## src/rtl/slc_dma_pkg.sv

```systemverilog
package slc_dma_pkg;
  localparam int unsigned CHUNK_BYTES = 16;
  localparam int unsigned CHUNK_SHIFT = 4;
  localparam int unsigned GEO_W       = 16;
  localparam int unsigned CTRL_START  = 0;
  localparam int unsigned CTRL_DONE   = 8;

  typedef enum logic [2:0] {
    REG_SRC      = 3'd0,
    REG_DST      = 3'd1,
    REG_TOTAL    = 3'd2,
    REG_SRC_GEOM = 3'd3,
    REG_DST_GEOM = 3'd4,
    REG_CTRL     = 3'd5
  } reg_idx_e;
endpackage

```

## src/rtl/slc_addr_walk.sv

```systemverilog
module slc_addr_walk
  import slc_dma_pkg::*;
#(
  parameter int unsigned AW = 32,
  parameter int unsigned LW = GEO_W
) (
  input  logic          clk_i,
  input  logic          rst_ni,
  input  logic          load_i,
  input  logic [AW-1:0] base_i,
  input  logic [LW-1:0] width_i,
  input  logic [LW-1:0] gap_i,
  input  logic          step_i,
  output logic [AW-1:0] addr_o
);
  logic [LW-1:0] width_q, gap_q, col_q;
  logic [AW-1:0] addr_q;
  logic          eol;
  logic [AW-1:0] line_skip;

  assign eol       = (col_q == width_q - LW'(1));
  // step past the last chunk of the line plus all gap chunks
  assign line_skip = AW'({gap_q, 4'b0000}) + AW'(CHUNK_BYTES);

  always_ff @(posedge clk_i or negedge rst_ni) begin
    if (!rst_ni) begin
      width_q <= '0;
      gap_q   <= '0;
      col_q   <= '0;
      addr_q  <= '0;
    end else if (load_i) begin
      width_q <= width_i;
      gap_q   <= gap_i;
      col_q   <= '0;
      addr_q  <= base_i;
    end else if (step_i) begin
      if (eol) begin
        col_q  <= '0;
        addr_q <= addr_q + line_skip;
      end else begin
        col_q  <= col_q + LW'(1);
        addr_q <= addr_q + AW'(CHUNK_BYTES);
      end
    end
  end

  assign addr_o = addr_q;
endmodule

```

## src/rtl/slc_chunk_fifo.sv

```systemverilog
module slc_chunk_fifo #(
  parameter int unsigned DW    = 128,
  parameter int unsigned DEPTH = 4
) (
  input  logic          clk_i,
  input  logic          rst_ni,
  input  logic          push_i,
  input  logic [DW-1:0] data_i,
  input  logic          pop_i,
  output logic [DW-1:0] data_o,
  output logic          full_o,
  output logic          empty_o
);
  localparam int unsigned PW = (DEPTH > 1) ? $clog2(DEPTH) : 1;
  localparam int unsigned CW = $clog2(DEPTH + 1);

  logic [DW-1:0] mem_q [DEPTH];
  logic [PW-1:0] wp_q, rp_q;
  logic [CW-1:0] cnt_q;
  logic          do_push, do_pop;

  assign full_o  = (cnt_q == CW'(DEPTH));
  assign empty_o = (cnt_q == '0);
  assign do_push = push_i && !full_o;
  assign do_pop  = pop_i && !empty_o;

  function automatic logic [PW-1:0] nxt(input logic [PW-1:0] p);
    return (p == PW'(DEPTH - 1)) ? '0 : p + PW'(1);
  endfunction

  always_ff @(posedge clk_i) begin
    if (do_push) mem_q[wp_q] <= data_i;
  end

  always_ff @(posedge clk_i or negedge rst_ni) begin
    if (!rst_ni) begin
      wp_q  <= '0;
      rp_q  <= '0;
      cnt_q <= '0;
    end else begin
      if (do_push) wp_q <= nxt(wp_q);
      if (do_pop)  rp_q <= nxt(rp_q);
      case ({do_push, do_pop})
        2'b10:   cnt_q <= cnt_q + CW'(1);
        2'b01:   cnt_q <= cnt_q - CW'(1);
        default: cnt_q <= cnt_q;
      endcase
    end
  end

  assign data_o = mem_q[rp_q];
endmodule

```

## src/rtl/slc_dma.sv

```systemverilog
module slc_dma
  import slc_dma_pkg::*;
#(
  parameter int unsigned AW         = 32,
  parameter int unsigned DW         = 128,
  parameter int unsigned FIFO_DEPTH = 4
) (
  input  logic          clk_i,
  input  logic          rst_ni,
  input  logic          reg_we_i,
  input  logic [2:0]    reg_addr_i,
  input  logic [31:0]   reg_wdata_i,
  output logic [31:0]   reg_rdata_o,
  output logic          irq_o,
  output logic          rd_req_valid_o,
  input  logic          rd_req_ready_i,
  output logic [AW-1:0] rd_req_addr_o,
  input  logic          rd_data_valid_i,
  input  logic [DW-1:0] rd_data_i,
  output logic          rd_data_ready_o,
  output logic          wr_valid_o,
  input  logic          wr_ready_i,
  output logic [AW-1:0] wr_addr_o,
  output logic [DW-1:0] wr_data_o
);
  localparam int unsigned BW  = AW - 3;
  localparam int unsigned CNW = 32 - CHUNK_SHIFT;
  localparam int unsigned CRW = $clog2(FIFO_DEPTH + 1);

  logic [BW-1:0]  src_q, dst_q;
  logic [31:0]    total_q, sgeo_q, dgeo_q;
  logic           busy_q, done_q, irq_q;
  logic [CNW-1:0] rd_left_q, wr_left_q;
  logic [CRW-1:0] credit_q;

  logic ctrl_wr, start_req, bad_cfg;
  logic rd_fire, wr_fire, last_wr;
  logic fifo_full, fifo_empty;

  assign ctrl_wr   = reg_we_i && (reg_addr_i == REG_CTRL);
  assign start_req = ctrl_wr && reg_wdata_i[CTRL_START] && !busy_q;
  assign bad_cfg   = (total_q[CHUNK_SHIFT-1:0] != '0) || (total_q == '0) ||
                     (sgeo_q[GEO_W-1:0] == '0) || (dgeo_q[GEO_W-1:0] == '0);

  // register file
  always_ff @(posedge clk_i or negedge rst_ni) begin
    if (!rst_ni) begin
      src_q   <= '0;
      dst_q   <= '0;
      total_q <= '0;
      sgeo_q  <= '0;
      dgeo_q  <= '0;
    end else if (reg_we_i) begin
      case (reg_addr_i)
        REG_SRC:      src_q   <= reg_wdata_i[BW-1:0];
        REG_DST:      dst_q   <= reg_wdata_i[BW-1:0];
        REG_TOTAL:    total_q <= reg_wdata_i;
        REG_SRC_GEOM: sgeo_q  <= reg_wdata_i;
        REG_DST_GEOM: dgeo_q  <= reg_wdata_i;
        default: ;
      endcase
    end
  end

  always_comb begin
    reg_rdata_o = '0;
    case (reg_addr_i)
      REG_SRC:      reg_rdata_o = 32'(src_q);
      REG_DST:      reg_rdata_o = 32'(dst_q);
      REG_TOTAL:    reg_rdata_o = total_q;
      REG_SRC_GEOM: reg_rdata_o = sgeo_q;
      REG_DST_GEOM: reg_rdata_o = dgeo_q;
      REG_CTRL: begin
        reg_rdata_o[CTRL_START] = busy_q;
        reg_rdata_o[CTRL_DONE]  = done_q;
      end
      default: ;
    endcase
  end

  // transfer control
  assign rd_req_valid_o = busy_q && (rd_left_q != '0) && (credit_q < CRW'(FIFO_DEPTH));
  assign rd_fire        = rd_req_valid_o && rd_req_ready_i;
  assign wr_valid_o     = busy_q && !fifo_empty;
  assign wr_fire        = wr_valid_o && wr_ready_i;
  assign last_wr        = wr_fire && (wr_left_q == CNW'(1));
  assign rd_data_ready_o = !fifo_full;

  always_ff @(posedge clk_i or negedge rst_ni) begin
    if (!rst_ni) begin
      busy_q    <= 1'b0;
      done_q    <= 1'b0;
      irq_q     <= 1'b0;
      rd_left_q <= '0;
      wr_left_q <= '0;
      credit_q  <= '0;
    end else begin
      irq_q <= 1'b0;
      if (start_req) begin
        if (bad_cfg) begin
          done_q <= 1'b1;
          irq_q  <= 1'b1;
        end else begin
          busy_q    <= 1'b1;
          done_q    <= 1'b0;
          rd_left_q <= total_q[31:CHUNK_SHIFT];
          wr_left_q <= total_q[31:CHUNK_SHIFT];
        end
      end else if (ctrl_wr && !reg_wdata_i[CTRL_DONE]) begin
        done_q <= 1'b0;
      end
      if (rd_fire) rd_left_q <= rd_left_q - CNW'(1);
      if (wr_fire) wr_left_q <= wr_left_q - CNW'(1);
      case ({rd_fire, wr_fire})
        2'b10:   credit_q <= credit_q + CRW'(1);
        2'b01:   credit_q <= credit_q - CRW'(1);
        default: credit_q <= credit_q;
      endcase
      if (last_wr) begin
        busy_q <= 1'b0;
        done_q <= 1'b1;
        irq_q  <= 1'b1;
      end
    end
  end

  assign irq_o = irq_q;

  // address walkers: side 0 = source, side 1 = destination
  logic [AW-1:0]    walk_base [2];
  logic [GEO_W-1:0] walk_w    [2];
  logic [GEO_W-1:0] walk_g    [2];
  logic [AW-1:0]    walk_addr [2];
  logic [1:0]       walk_step;

  assign walk_base[0] = {src_q, 3'b000};
  assign walk_base[1] = {dst_q, 3'b000};
  assign walk_w[0]    = sgeo_q[GEO_W-1:0];
  assign walk_g[0]    = sgeo_q[31:GEO_W];
  assign walk_w[1]    = dgeo_q[GEO_W-1:0];
  assign walk_g[1]    = dgeo_q[31:GEO_W];
  assign walk_step    = {wr_fire, rd_fire};

  for (genvar gs = 0; gs < 2; gs++) begin : g_walk
    slc_addr_walk #(.AW(AW), .LW(GEO_W)) u_walk (
      .clk_i  (clk_i),
      .rst_ni (rst_ni),
      .load_i (start_req && !bad_cfg),
      .base_i (walk_base[gs]),
      .width_i(walk_w[gs]),
      .gap_i  (walk_g[gs]),
      .step_i (walk_step[gs]),
      .addr_o (walk_addr[gs])
    );
  end

  assign rd_req_addr_o = walk_addr[0];
  assign wr_addr_o     = walk_addr[1];

  slc_chunk_fifo #(.DW(DW), .DEPTH(FIFO_DEPTH)) u_fifo (
    .clk_i  (clk_i),
    .rst_ni (rst_ni),
    .push_i (rd_data_valid_i),
    .data_i (rd_data_i),
    .pop_i  (wr_fire),
    .data_o (wr_data_o),
    .full_o (fifo_full),
    .empty_o(fifo_empty)
  );
endmodule

```

## config.mk

```make
export PLATFORM = sky130hd
export DESIGN_NAME = slc_dma
export DESIGN_NICKNAME = d
export VERILOG_FILES = /design/src/rtl/slc_dma_pkg.sv /design/src/rtl/slc_addr_walk.sv /design/src/rtl/slc_chunk_fifo.sv /design/src/rtl/slc_dma.sv
export SDC_FILE = /design/constraint.sdc
export NUM_CORES = 1
export LEC_CHECK = 0
export BUFFER_PORTS_ARGS = -buffer_cell sky130_fd_sc_hd__buf_2
export CAP_MARGIN = 20
export CORE_MARGIN = 2
export CORE_UTILIZATION = 60
export DETAILED_ROUTE_END_ITERATION = 10
export PLACE_DENSITY = 0.8
export SYNTH_ARGS = -nofsm -noshare
export SYNTH_HDL_FRONTEND = slang
export SYNTH_HIERARCHICAL = 1
export SYNTH_SLANG_ARGS = --single-unit
```

## constraint.sdc

```tcl
create_clock -name clk_i -period 5.95 [get_ports clk_i]
set_input_delay 0.2975 -clock clk_i [delete_from_list [all_inputs] [get_ports clk_i]]
set_output_delay 0.2975 -clock clk_i [all_outputs]
set_load 0.1 [all_outputs]
```

# [Word-level counts from Yosys, hierarchy flattened]
# Memories as Yosys holds them, arrays and structs flattened.
# Index checks and enable logic that the tools add are counted.
[word_totals] mem_bits_rw=512 inputBits=169 mem_count=1 register_bits=383
[mem_list] name="u_fifo.mem_q" depth=4 width=128 rd=1 rd_clocked_by_memory_dff=0 wr=1 line="slc_chunk_fifo.sv:17" source="logic [DW-1:0] mem_q [DEPTH];"
[classes] n_lt_le_gt_ge=1 add_sub_neg=18 reduce_logical=44 mux=35 eq_ne=18
[ops] operator="32-bit 2-to-1 mux" n=6
[ops] operator="23-bit one-hot mux with 5 select lines" n=1
[ops] operator="28-bit 2-to-1 mux" n=4
[ops] operator="16-bit 2-to-1 mux" n=6
[ops] operator="32-bit adder" n=2
[ops] operator="32-bit by 5-bit adder with 32-bit output, second input constant" n=2
[ops] operator="28-bit by 1-bit subtractor with 28-bit output, second input constant" n=2
[ops] operator="20-bit by 5-bit adder with 21-bit output, second input constant" n=2
[ops] operator="7-bit one-hot mux with 5 select lines" n=1
[ops] operator="16-bit by 1-bit adder with 16-bit output, second input constant" n=2
[ops] operator="16-bit == test" n=2
[ops] operator="16-bit logical NOT" n=2
[ops] operator="32-bit logical NOT" n=1
[ops] operator="16-bit by 1-bit subtractor with 16-bit output, second input constant" n=2
[ops] operator="28-bit by 1-bit == test with 1-bit output, second input constant" n=1
[ops] operator="28-bit nonzero test" n=1
[ops] operator="2-bit AND reduction" n=8
[ops] operator="2-bit nonzero test" n=7
[ops] operator="1-bit logical AND" n=13
[ops] operator="1-bit one-hot mux with 6 select lines" n=2
[ops] operator="3-bit one-hot mux with 2 select lines" n=2
[ops] operator="1-bit 2-to-1 mux" n=11
[ops] operator="3-bit == test, second input constant" n=3
[ops] operator="2-bit == test, second input constant" n=4
[ops] operator="other kinds (14)" n=29

# [Depth between registers and ports, before layout]
# Gate-level depths: netlist of the first run.
[depth] depth_word=7 ltp_mapped=15

# [Cells and area by module]
# The synthesis of the first run kept the hierarchy.
[modules_own_cells] module="slc_chunk_fifo" n_inst=1 seq_area_each_um2=15549.9 cells_each=709 area_per_inst_um2=18913.1
[modules_own_cells] module="slc_dma" n_inst=1 seq_area_each_um2=5405.2 cells_each=941 area_per_inst_um2=10527.6
[modules_own_cells] module="slc_addr_walk at g_walk[1].u_walk" n_inst=1 seq_area_each_um2=2001.9 cells_each=612 area_per_inst_um2=5740.5
[modules_own_cells] module="slc_addr_walk at g_walk[0].u_walk" n_inst=1 seq_area_each_um2=2001.9 cells_each=589 area_per_inst_um2=5632.9

# [Worst setup path before layout of the first run]
# No wires, ideal clock.
[synth_path] path_kind="register to register" start="register u_fifo.cnt_q[2]" end="memory u_fifo.mem_q[0][0], enable pin" arrival_ns=3.804 setup_time_ns=0.502 setup_slack_ns=1.644 path_buffers=0 path_stages_with_launch=4 cell_sequence="dfrtp_1 nor3b_1 nor2b_1 and2_1"
[synth_via] elab_chain_cells=5
[synth_rtl] item="start, declared" line="slc_chunk_fifo.sv:19" source="logic [CW-1:0] cnt_q;"
[synth_rtl] item="start signal, assigned" line="slc_chunk_fifo.sv:44" source="2'b10: cnt_q <= cnt_q + CW'(1);"
[synth_rtl] item="start signal, assigned" line="slc_chunk_fifo.sv:45" source="2'b01: cnt_q <= cnt_q - CW'(1);"
[synth_rtl] item="start signal, assigned" line="slc_chunk_fifo.sv:46" source="default: cnt_q <= cnt_q;"
[synth_rtl] item="3-bit == test" line="slc_chunk_fifo.sv:22" source="assign full_o = (cnt_q == CW'(DEPTH));"
[synth_rtl] item="net fifo_full" line="slc_dma.sv:38" source="logic fifo_full, fifo_empty;"
[synth_rtl] item="1-bit logical NOT" line="slc_chunk_fifo.sv:24" source="assign do_push = push_i && !full_o;"
[synth_rtl] item="1-bit logical AND" line="slc_chunk_fifo.sv:24"
[synth_rtl] item="1-bit 2-to-1 mux" line="slc_chunk_fifo.sv:32" source="if (do_push) mem_q[wp_q] <= data_i;"
[synth_rtl] item="1-bit 2-to-1 mux (not written as such)" line="slc_chunk_fifo.sv:32"
[synth_rtl] item="end, declared" line="slc_chunk_fifo.sv:17"
# The timed path passes the listed nets, and every way through them passes these cells.

# [Worst setup path after layout of the first run]
[layout_path] start="register sgeo_q[8]" end="register g_walk[1].u_walk.col_q[9]"
[layout_via] elab_chain_cells=6
[layout_rtl] item="start, declared" line="slc_dma.sv:31" source="logic [31:0] total_q, sgeo_q, dgeo_q;"
[layout_rtl] item="start signal, assigned" line="slc_dma.sv:58" source="REG_SRC_GEOM: sgeo_q <= reg_wdata_i;"
[layout_rtl] item="16-bit logical NOT (*)" line="slc_dma.sv:43" source="(sgeo_q[GEO_W-1:0] == '0) || (dgeo_q[GEO_W-1:0] == '0);"
[layout_rtl] item="1-bit logical OR (*)" line="slc_dma.sv:42" source="assign bad_cfg = (total_q[CHUNK_SHIFT-1:0] != '0) || (total_q == '0) ||"
[layout_rtl] item="1-bit logical OR (*)" line="slc_dma.sv:43"
[layout_rtl] item="1-bit logical NOT (*)" line="slc_dma.sv:148" source=".load_i (start_req && !bad_cfg),"
[layout_rtl] item="1-bit logical AND (*)" line="slc_dma.sv:148"
[layout_rtl] item="16-bit 2-to-1 mux or 2-bit nonzero test (tied branches)"
[layout_rtl] item="end signal, assigned" line="slc_addr_walk.sv:41" source="col_q <= col_q + LW'(1);"
[layout_rtl] item="end, declared" line="slc_addr_walk.sv:16" source="logic [LW-1:0] width_q, gap_q, col_q;"
# Every way passes the cells marked *; elsewhere a longest branch is shown, timed or not.
# A chain may end at the register's enable or synchronous reset.

==> results of run 1 <==
[layout by cell type, fill, tap and decap left out, drive strengths merged, types with 75 or more instances in the layout]
master         n
edfxtp       512
buf          425
dfrtp        383
mux2         228
nand2        192
nor2         154
dlygate4sd3  149
mux4         130
o21ai        124
clkbuf       112
a21oi         85
ha            80
nand3         75
[layer usage]
metal  up-vias  share of wire  global-route usage
li1      12072              -                   -
met1     14397           0.38               0.454
met2      1705           0.48               0.553
met3       351          0.090              0.0793
met4         8          0.049               0.161
met5         -        0.00047                   0
[report_power, final]
part	internal [µW]	switching, µW
combinational	2720	8300
clock	3500	2530
sequential	8010	1380
total	14200	12200
[worst max-delay path: cells and delay by family, from the launching register on]
kind	cells	cell delay (ns)
and+or+nand+nor	5	1.76
buffers and inverters	3	1.39
DFF	1	0.43
AOI/OAI and AO/OA	1	0.30
[kinds of logic (layout without fill, tap and decap cells)]
| family | Yosys count | count (layout) | synth area share |
|---|---|---|---|
| mux | 410 | 410 | 0.148 |
| simple gates | 687 | 687 | 0.0868 |
| fa+ha+maj | 84 | 84 | 0.0265 |
| flops | 895 | 895 | 0.612 |
| buf+inv | 198 | 796 | 0.0239 |
| other cells | 1 | 21 | 0.0000919 |
| compound gates | 459 | 459 | 0.0784 |
| xor+xnor | 117 | 117 | 0.0251 |
[final timing paths]
check                                    start                     endpoint  slack, ns  depth (start not counted)
worst max-delay path                 sgeo_q[8]    g_walk[1].u_walk/col_q[9]       1.83                          9
worst min-delay path            reg_wdata_i[8]                   total_q[8]       0.04                          2
worst max register to register       sgeo_q[8]    g_walk[1].u_walk/col_q[9]       1.83                          9
worst min register to register     credit_q[0]                  credit_q[0]       0.49                          1
max in group asynchronous               rst_ni               u_fifo/rp_q[0]       4.02                          3
min in group asynchronous               rst_ni  g_walk[0].u_walk/addr_o[20]       0.27                          2
[flip-flops by register name, summed over array words and instances, names as in the netlist, 32 cells and up]
signal                 count
u_fifo/mem_q             512
g_walk.u_walk/addr_o      64
dgeo_q                    32
g_walk.u_walk/col_q       32
g_walk.u_walk/gap_q       32
g_walk.u_walk/width_q     32
sgeo_q                    32
total_q                   32
[metrics by stage]
step                std cells  utilization  total power, µW  hold slack, ns
global route             4339        0.716            27200          0.0190
finish                   4342        0.716            26400          0.0414
floorplan                2856            -            18200         0.00191
global placement         4013        0.646            19900           0.377
detailed placement       4015        0.646            20100           0.394
CTS                      4327        0.715            26200         0.00849
[cell type report]
cell class / instances / area, µm² / area share
well taps: 873 / 1090 / 0.0227
flip-flops and latches: 895 / 25000 / 0.518
diodes: 15 / 37.5 / 0.000780
inverters: 59 / 226 / 0.00470
clock buffers: 112 / 2430 / 0.0504
repair buffers: 574 / 3760 / 0.0780
clock inverters: 51 / 727 / 0.0151
multi-input cells: 1763 / 14900 / 0.310
==> key figures, run 1 <==
Synth
  • FFs w/ async S/R, synth: 0.428
  • Synth Instances: 2851
  • Synth Register Bits: 895
  • Synth area leader: edfxtp_1
  • Yosys top cell area share: 0.377
  • Synthesized area: 0.0408 mm²
  • Register area share after synthesis: 0.612
  • EDFF count, synth: 512
  • Dominant cell by count in the synthesized netlist: edfxtp_1
  • Mean Syn Cell Area: 14.3 µm²
  • Synth cell count leaders: edfxtp_1 (512), dfrtp_1 (383), mux2_2 (228)
  • Number of distinct library cells after synthesis: 107
  • Synth top area cells: edfxtp_1 (38%), dfrtp_1 (23%), mux4_2 (7.2%)
  • Dominant synthesized flop cell: edfxtp_1
  • Ys Warns: 6

Power
  • Leak: 0.0191 µW
  • PwrDens: 549 mW/mm²
  • VDD IR max: 0.598 mV

Clock network
  • Clk sinks: 895
  • Max Root-Sink Buffers: 3
  • Post-cts sizing count: 0
  • Setup Fix Bufs, Post-CTS: 0
  • CTS clk-pin slew, worst paths: 0.06 ns
  • Worst skew pair latency: 0.67 ns
  • CTS tree: yes
  • CTS Hold Bufs: 149
  • H-tree Lvls: 3
  • CTS Buf Count: 89
  • Clock root buffer: clkbuf_16

Route
  • DRT Wirelength: 122000 µm
  • Vias/cell: 6.57
  • WL/cell: 28.2 µm
  • Drt first pass iters: 5
  • Remaining DRCs: 0
  • Routed Antenna Nets: 0
  • Detailed Route Iter0 Violations: 3732
  • Vias: 28533

Global routing
  • Largest net degree at the start of global routing: 137
  • Tot GR Track Use: 0.346
  • Vias in the first global route: 28223
  • Antenna violations before repair: 19
  • Grt total ovfl: 0
  • First-pass GRT wire length: 182000 µm

Setup path
  • Slowest cell on crit path: or2_2
  • Setup crit start kind: register
  • WP data arrival: 4.68 ns
  • Req. time, crit path: 6.51 ns
  • CP Class: reg2reg
  • Crit path max fanout: 71
  • Critical path, cell by cell: nor4_1, nand4_1, nand3_1, or2_2, inv_6, inv_1, o21ai_0, buf_2, nor2_1
  • Crit end category: register
  • Critical Path Max Stage Delay: 0.73 ns

STA
  • Max Slew Vio Count: 0
  • Slew headroom: 0.253
  • Min cycle time layout: 4.12 ns
  • F_max: 0.243 GHz
  • RSZ-0062 raised after global routing: false
  • Final hold viol count: 0
  • Worst Max-Slew Pin Slew: 1.12 ns
  • PnR worst setup slack: 1.83 ns
  • Final setup viols: 0
  • Clock Skews: 0.0501 ns
  • Final worst path period share: 0.692
  • Setup TNS: 0 ns

Floorplanning
  • Die Y: 265 µm
  • # rows: 95
  • CORE AREA: 0.0673 mm²
  • Die Area: 0.0701 mm²
  • Initial core utilization: 0.607
  • Num ports: 397
  • Die W: 265 µm

Placed design
  • Worst slack at placement: 1.89 ns
  • GPL Wtd Cong: 1.05
  • Post-detail-place hpwl: 78000 µm
  • Placed cell area: 0.0435 mm²
  • Port Buffers: 396

Cells and area
  • Area Growth Syn to Fin: 18.0%
  • Share of cells above drive strength 1: 0.283
  • Filler cells: 4295
  • Post-route cell area: 0.0482 mm²
  • Total Nets Final: 3635

Run status
  • Status: completed

Job
  • Max Cap Viol: 0

Hold path
  • Worst hold path class: in2reg
No activity file was read; power rests on OpenSTA's default activity.
==> run 2, diff against run 1 <==
--- a/config.mk
+++ b/config.mk
@@ -5,12 +5,13 @@
 export SDC_FILE = /design/constraint.sdc
 export NUM_CORES = 1
 export LEC_CHECK = 0
+export ABC_AREA = 1
 export BUFFER_PORTS_ARGS = -buffer_cell sky130_fd_sc_hd__buf_2
 export CAP_MARGIN = 20
 export CORE_MARGIN = 2
-export CORE_UTILIZATION = 60
+export CORE_UTILIZATION = 55
 export DETAILED_ROUTE_END_ITERATION = 10
-export PLACE_DENSITY = 0.8
+export PLACE_DENSITY = 0.76
 export SYNTH_ARGS = -nofsm -noshare
 export SYNTH_HDL_FRONTEND = slang
 export SYNTH_HIERARCHICAL = 1
==> constraint.sdc (replaced) <==
create_clock -name clk_i -period 3.5 [get_ports clk_i]
set_input_delay 0.175 -clock clk_i [delete_from_list [all_inputs] [get_ports clk_i]]
set_output_delay 0.175 -clock clk_i [all_outputs]
set_load 0.1 [all_outputs]
==> run 2 against run 1 <==
Non-clock buffer count increased by 68; register-to-register slack got worse by 1.3 ns; routed wire length increased by 12%; critical path depth decreased by 1; core utilization decreased by 6.2 points; synthesized cell count increased by 79%; flip-flop and latch count unchanged; clock skew decreased by 0.0038 ns; area after synthesis increased by 11%.
==> key figures, run 2 <==
Run status
  • Status: completed (unchanged)

Synth
  • Mean Syn Cell Area: 8.88 µm² (was 14.3 µm²)
  • Ys Warns: 6 (unchanged)
  • Number of distinct library cells after synthesis: 51 (was 107)
  • Synth Instances: 5112 (was 2851)
  • Synth Register Bits: 895 (unchanged)
  • Synth top area cells: edfxtp_1 (34%), dfrtp_1 (21%), nand2_1 (14%) (was edfxtp_1 (38%), dfrtp_1 (23%), mux4_2 (7.2%))
  • Dominant cell by count in the synthesized netlist: nand2_1 (was edfxtp_1)
  • Yosys top cell area share: 0.339 (was 0.377)
  • Dominant synthesized flop cell: edfxtp_1 (unchanged)
  • Synthesized area: 0.0454 mm² (was 0.0408 mm²)
  • EDFF count, synth: 512 (unchanged)
  • Synth cell count leaders: nand2_1 (1685), inv_1 (599), edfxtp_1 (512) (was edfxtp_1 (512), dfrtp_1 (383), mux2_2 (228))
  • Synth area leader: edfxtp_1 (unchanged)
  • FFs w/ async S/R, synth: 0.428 (unchanged)
  • Register area share after synthesis: 0.550 (was 0.612)

STA
  • F_max: 0.320 GHz
  • Min cycle time layout: 3.13 ns
  • Clock Skews: 0.0463 ns (was 0.0501 ns)
  • Final setup viols: 0 (unchanged)
  • Final worst path period share: 0.894
  • Slew headroom: 0.415 (was 0.253)
  • RSZ-0062 raised after global routing: false (unchanged)
  • Final hold viol count: 0 (unchanged)
  • Max Slew Vio Count: 0 (unchanged)
  • PnR worst setup slack: 0.372 ns (was 1.83 ns)
  • Fin Hold WS: 0.0564 ns (was 0.0414 ns)
  • Worst Max-Slew Pin Slew: 0.877 ns (was 1.12 ns)

Cells and area
  • Layout Utilization: 0.654 (was 0.716)
  • Total Nets Final: 5902 (was 3635)
  • Max reg flops: 512 (unchanged)
  • Register name with the most flops: u_fifo/mem_q (unchanged)
  • Multi-input logic area: 0.0171 mm² (was 0.0149 mm²)
  • Filler cells: 6485 (was 4295)
  • Most common cell after layout, fill and taps aside: nand2_1 (was edfxtp_1)
  • Most frequent cells in the layout: nand2_1 (1683), inv_1 (599), edfxtp_1 (512), dfrtp_1 (381), buf_2 (380) (was edfxtp_1 (512), buf_2 (396), dfrtp_1 (381), mux2_2 (228), nand2_1 (191))
  • Register Area: 0.0250 mm² (unchanged)
  • Area Growth Syn to Fin: 17.9% (was 18.0%)
  • Share of cells above drive strength 1: 0.122 (was 0.283)

Global routing
  • Tot GR Track Use: 0.317 (was 0.346)
  • Antenna violations before repair: 9 (was 19)
  • Grt total ovfl: 0 (unchanged)
  • First-pass GRT wire length: 209000 µm (was 182000 µm)
  • Vias in the first global route: 36988 (was 28223)
  • Largest net degree at the start of global routing: 131 (was 137)

Power
  • Combinational share of power: 0.472 (was 0.417)
  • P_sw: 23500 µW (was 12200 µW)
  • P_int: 23800 µW (was 14200 µW)
  • Reg power frac: 0.318 (was 0.355)
  • VDD IR max: 1.51 mV (was 0.598 mV)
  • Leak: 0.0253 µW (was 0.0191 µW)
  • PwrDens: 883 mW/mm² (was 549 mW/mm²)
  • Sw Share: 0.498 (was 0.462)
  • Clk pwr share: 0.209 (was 0.228)

Route
  • WL/cell: 20.1 µm (was 28.2 µm)
  • DRT Wirelength: 136000 µm (was 122000 µm)
  • Routed Antenna Nets: 0 (unchanged)
  • Remaining DRCs: 0 (unchanged)
  • Vias: 38340 (was 28533)
  • Vias/cell: 5.64 (was 6.57)
  • Drt first pass iters: 6 (was 5)
  • Detailed Route Iter0 Violations: 3753 (was 3732)

Setup path
  • Req. time, crit path: 3.32 ns (was 6.51 ns)
  • CP Class: in2out (was reg2reg)
  • Reg2Reg Launch Point: total_q[3] (was sgeo_q[8])
  • Reg2reg path depth: 17 (was 9)
  • Setup crit start kind: input pin (was register)
  • R2r endpoint: g_walk[0].u_walk/col_q[13] (was g_walk[1].u_walk/col_q[9])
  • Crit end category: output port (was register)
  • Reg2reg setup slack: 0.50 ns (was 1.83 ns)
  • Crit path max fanout: 19 (was 71)
  • Crit path from: reg_addr_i[2] (was sgeo_q[8])
  • Capture point of the critical path: reg_rdata_o[9] (was g_walk[1].u_walk/col_q[9])
  • WP data arrival: 2.95 ns (was 4.68 ns)

Floorplanning
  • Die Y: 291 µm (was 265 µm)
  • Initial core utilization: 0.555 (was 0.607)
  • CORE AREA: 0.0818 mm² (was 0.0673 mm²)
  • # rows: 105 (was 95)
  • Die Area: 0.0849 mm² (was 0.0701 mm²)
  • Die W: 291 µm (was 265 µm)
  • Num ports: 397 (unchanged)

Job
  • Max Cap Viol: 0 (unchanged)

Placed design
  • Post-detail-place hpwl: 93800 µm (was 78000 µm)
  • Port Buffers: 396 (unchanged)
  • Worst slack at placement: 0.610 ns (was 1.89 ns)
  • GPL Wtd Cong: 1.05 (about the same)

Clock network
  • Clk sinks: 895 (unchanged)
  • CTS clk-pin slew, worst paths: 0.06 ns (about the same)
  • H-tree Lvls: 3 (unchanged)
  • CTS Buf Count: 93 (was 89)
  • Worst skew pair latency: 0.68 ns (was 0.67 ns)
  • CTS tree: yes (unchanged)
  • Post-cts sizing count: 0 (unchanged)
  • Max Root-Sink Buffers: 3 (unchanged)
  • Clock root buffer: clkbuf_16 (unchanged)
  • Setup Fix Bufs, Post-CTS: 0 (unchanged)

Hold path
  • Worst hold path class: in2reg (unchanged)
## run 2: cell count changes in the layout (fill, tap and decap cells not counted), sizes merged, moves of 37 or more
cell | before | now
o211ai | 19 | 258
a21oi | 85 | 48
buf | 425 | 483
mux4 | 130 | 0
nor2 | 154 | 358
mux2i | 52 | 0
nand2 | 192 | 1696
nand4 | 21 | 88
a22oi | 14 | 54
o21ai | 124 | 250
nand3 | 75 | 323
mux2 | 228 | 0
inv | 63 | 612
## run 2: metrics by stage
stage | total power (µW) | instance area [µm²] | std cells | setup TNS, ns
after floorplan | 32200 | 45400 | 5117 | -524.48
after global placement | 36800 | 48800 | 6464 | 0
after detailed placement | 37100 | 48800 | 6464 | 0
after CTS | 47200 | 53500 | 6794 | 0
after global routing | 49300 | 53500 | 6800 | 0
final | 47300 | 53500 | 6801 | 0
## run 2: layout make-up
type / instances / share of cell area
Antenna cell: 6 / 0.000280
Tap cell: 1070 / 0.0250
Timing Repair Buffer: 642 / 0.0889
Clock inverter: 56 / 0.0115
Sequential cell: 895 / 0.466
Inverter: 609 / 0.0428
Clock buffer: 115 / 0.0461
Multi-Input combinational cell: 3408 / 0.319
## run 2: how the worst min path moves through the flow
stage,from,endpoint,slack [ns],cells past startpoint
after global routing,reg_wdata_i[22],dst_q[22],0.03,3
after CTS,reg_wdata_i[28],dst_q[28],0.002,3
after global placement,rst_ni,g_walk[0].u_walk/col_q[15],0.29,1
after detailed placement,rst_ni,g_walk[0].u_walk/col_q[15],0.29,1
final,reg_wdata_i[28],dst_q[28],0.06,3
after floorplan,rst_ni,busy_q,-0.12,0
## run 2: repair_timing
item	in CTS	in global routing
hold buffers	159	0
endpoints found under the setup margin	0	0
hold endpoints to repair	723	0
## run 2: routing by layer
metal  vias to the layer above  routed length [µm]  global-route usage
met5                         -                  54                   0
met4                         8                7190               0.144
met3                       438               12600              0.0713
met2                      1832               64900               0.526
met1                     18071               51700               0.397
li1                      17991                   -                   -
## run 2: kinds of logic (layout without fill, tap and decap cells)
group                      count (synthesis)  count (layout)  share of synthesized area
AOI/OAI and AO/OA                        644             644                     0.0912
xor gates and xnor gates                 139             139                     0.0268
adders and majority gates                 84              84                     0.0238
buffers and inverters                    814            1422                     0.0755
DFF                                      895             895                      0.550
other                                      1              12                  0.0000826
and+or+nand+nor                         2535            2535                      0.233
## run 2: worst max-delay path, cell delays in order
cell           delay [ns]
dlygate4sd3_1        0.54
buf_2                0.22
nor2_1               0.10
nand2_1              0.51
inv_2                0.38
a221oi_1             0.47
nand2_1              0.19
buf_2                0.34
## run 2: power groups by stage
| stage | Sequential (µW) | Clock [µW] | Combinational, µW |
|---|---|---|---|
| 3_3_place_gp | 15100 | 0 | 21700 |
| 5_1_grt | 15200 | 10400 | 23700 |
| 4_1_cts | 15000 | 10000 | 22200 |
| 6_report | 15100 | 9890 | 22300 |
| 3_5_place_dp | 15200 | 0 | 21900 |
| 2_1_floorplan | 15600 | 0 | 16500 |
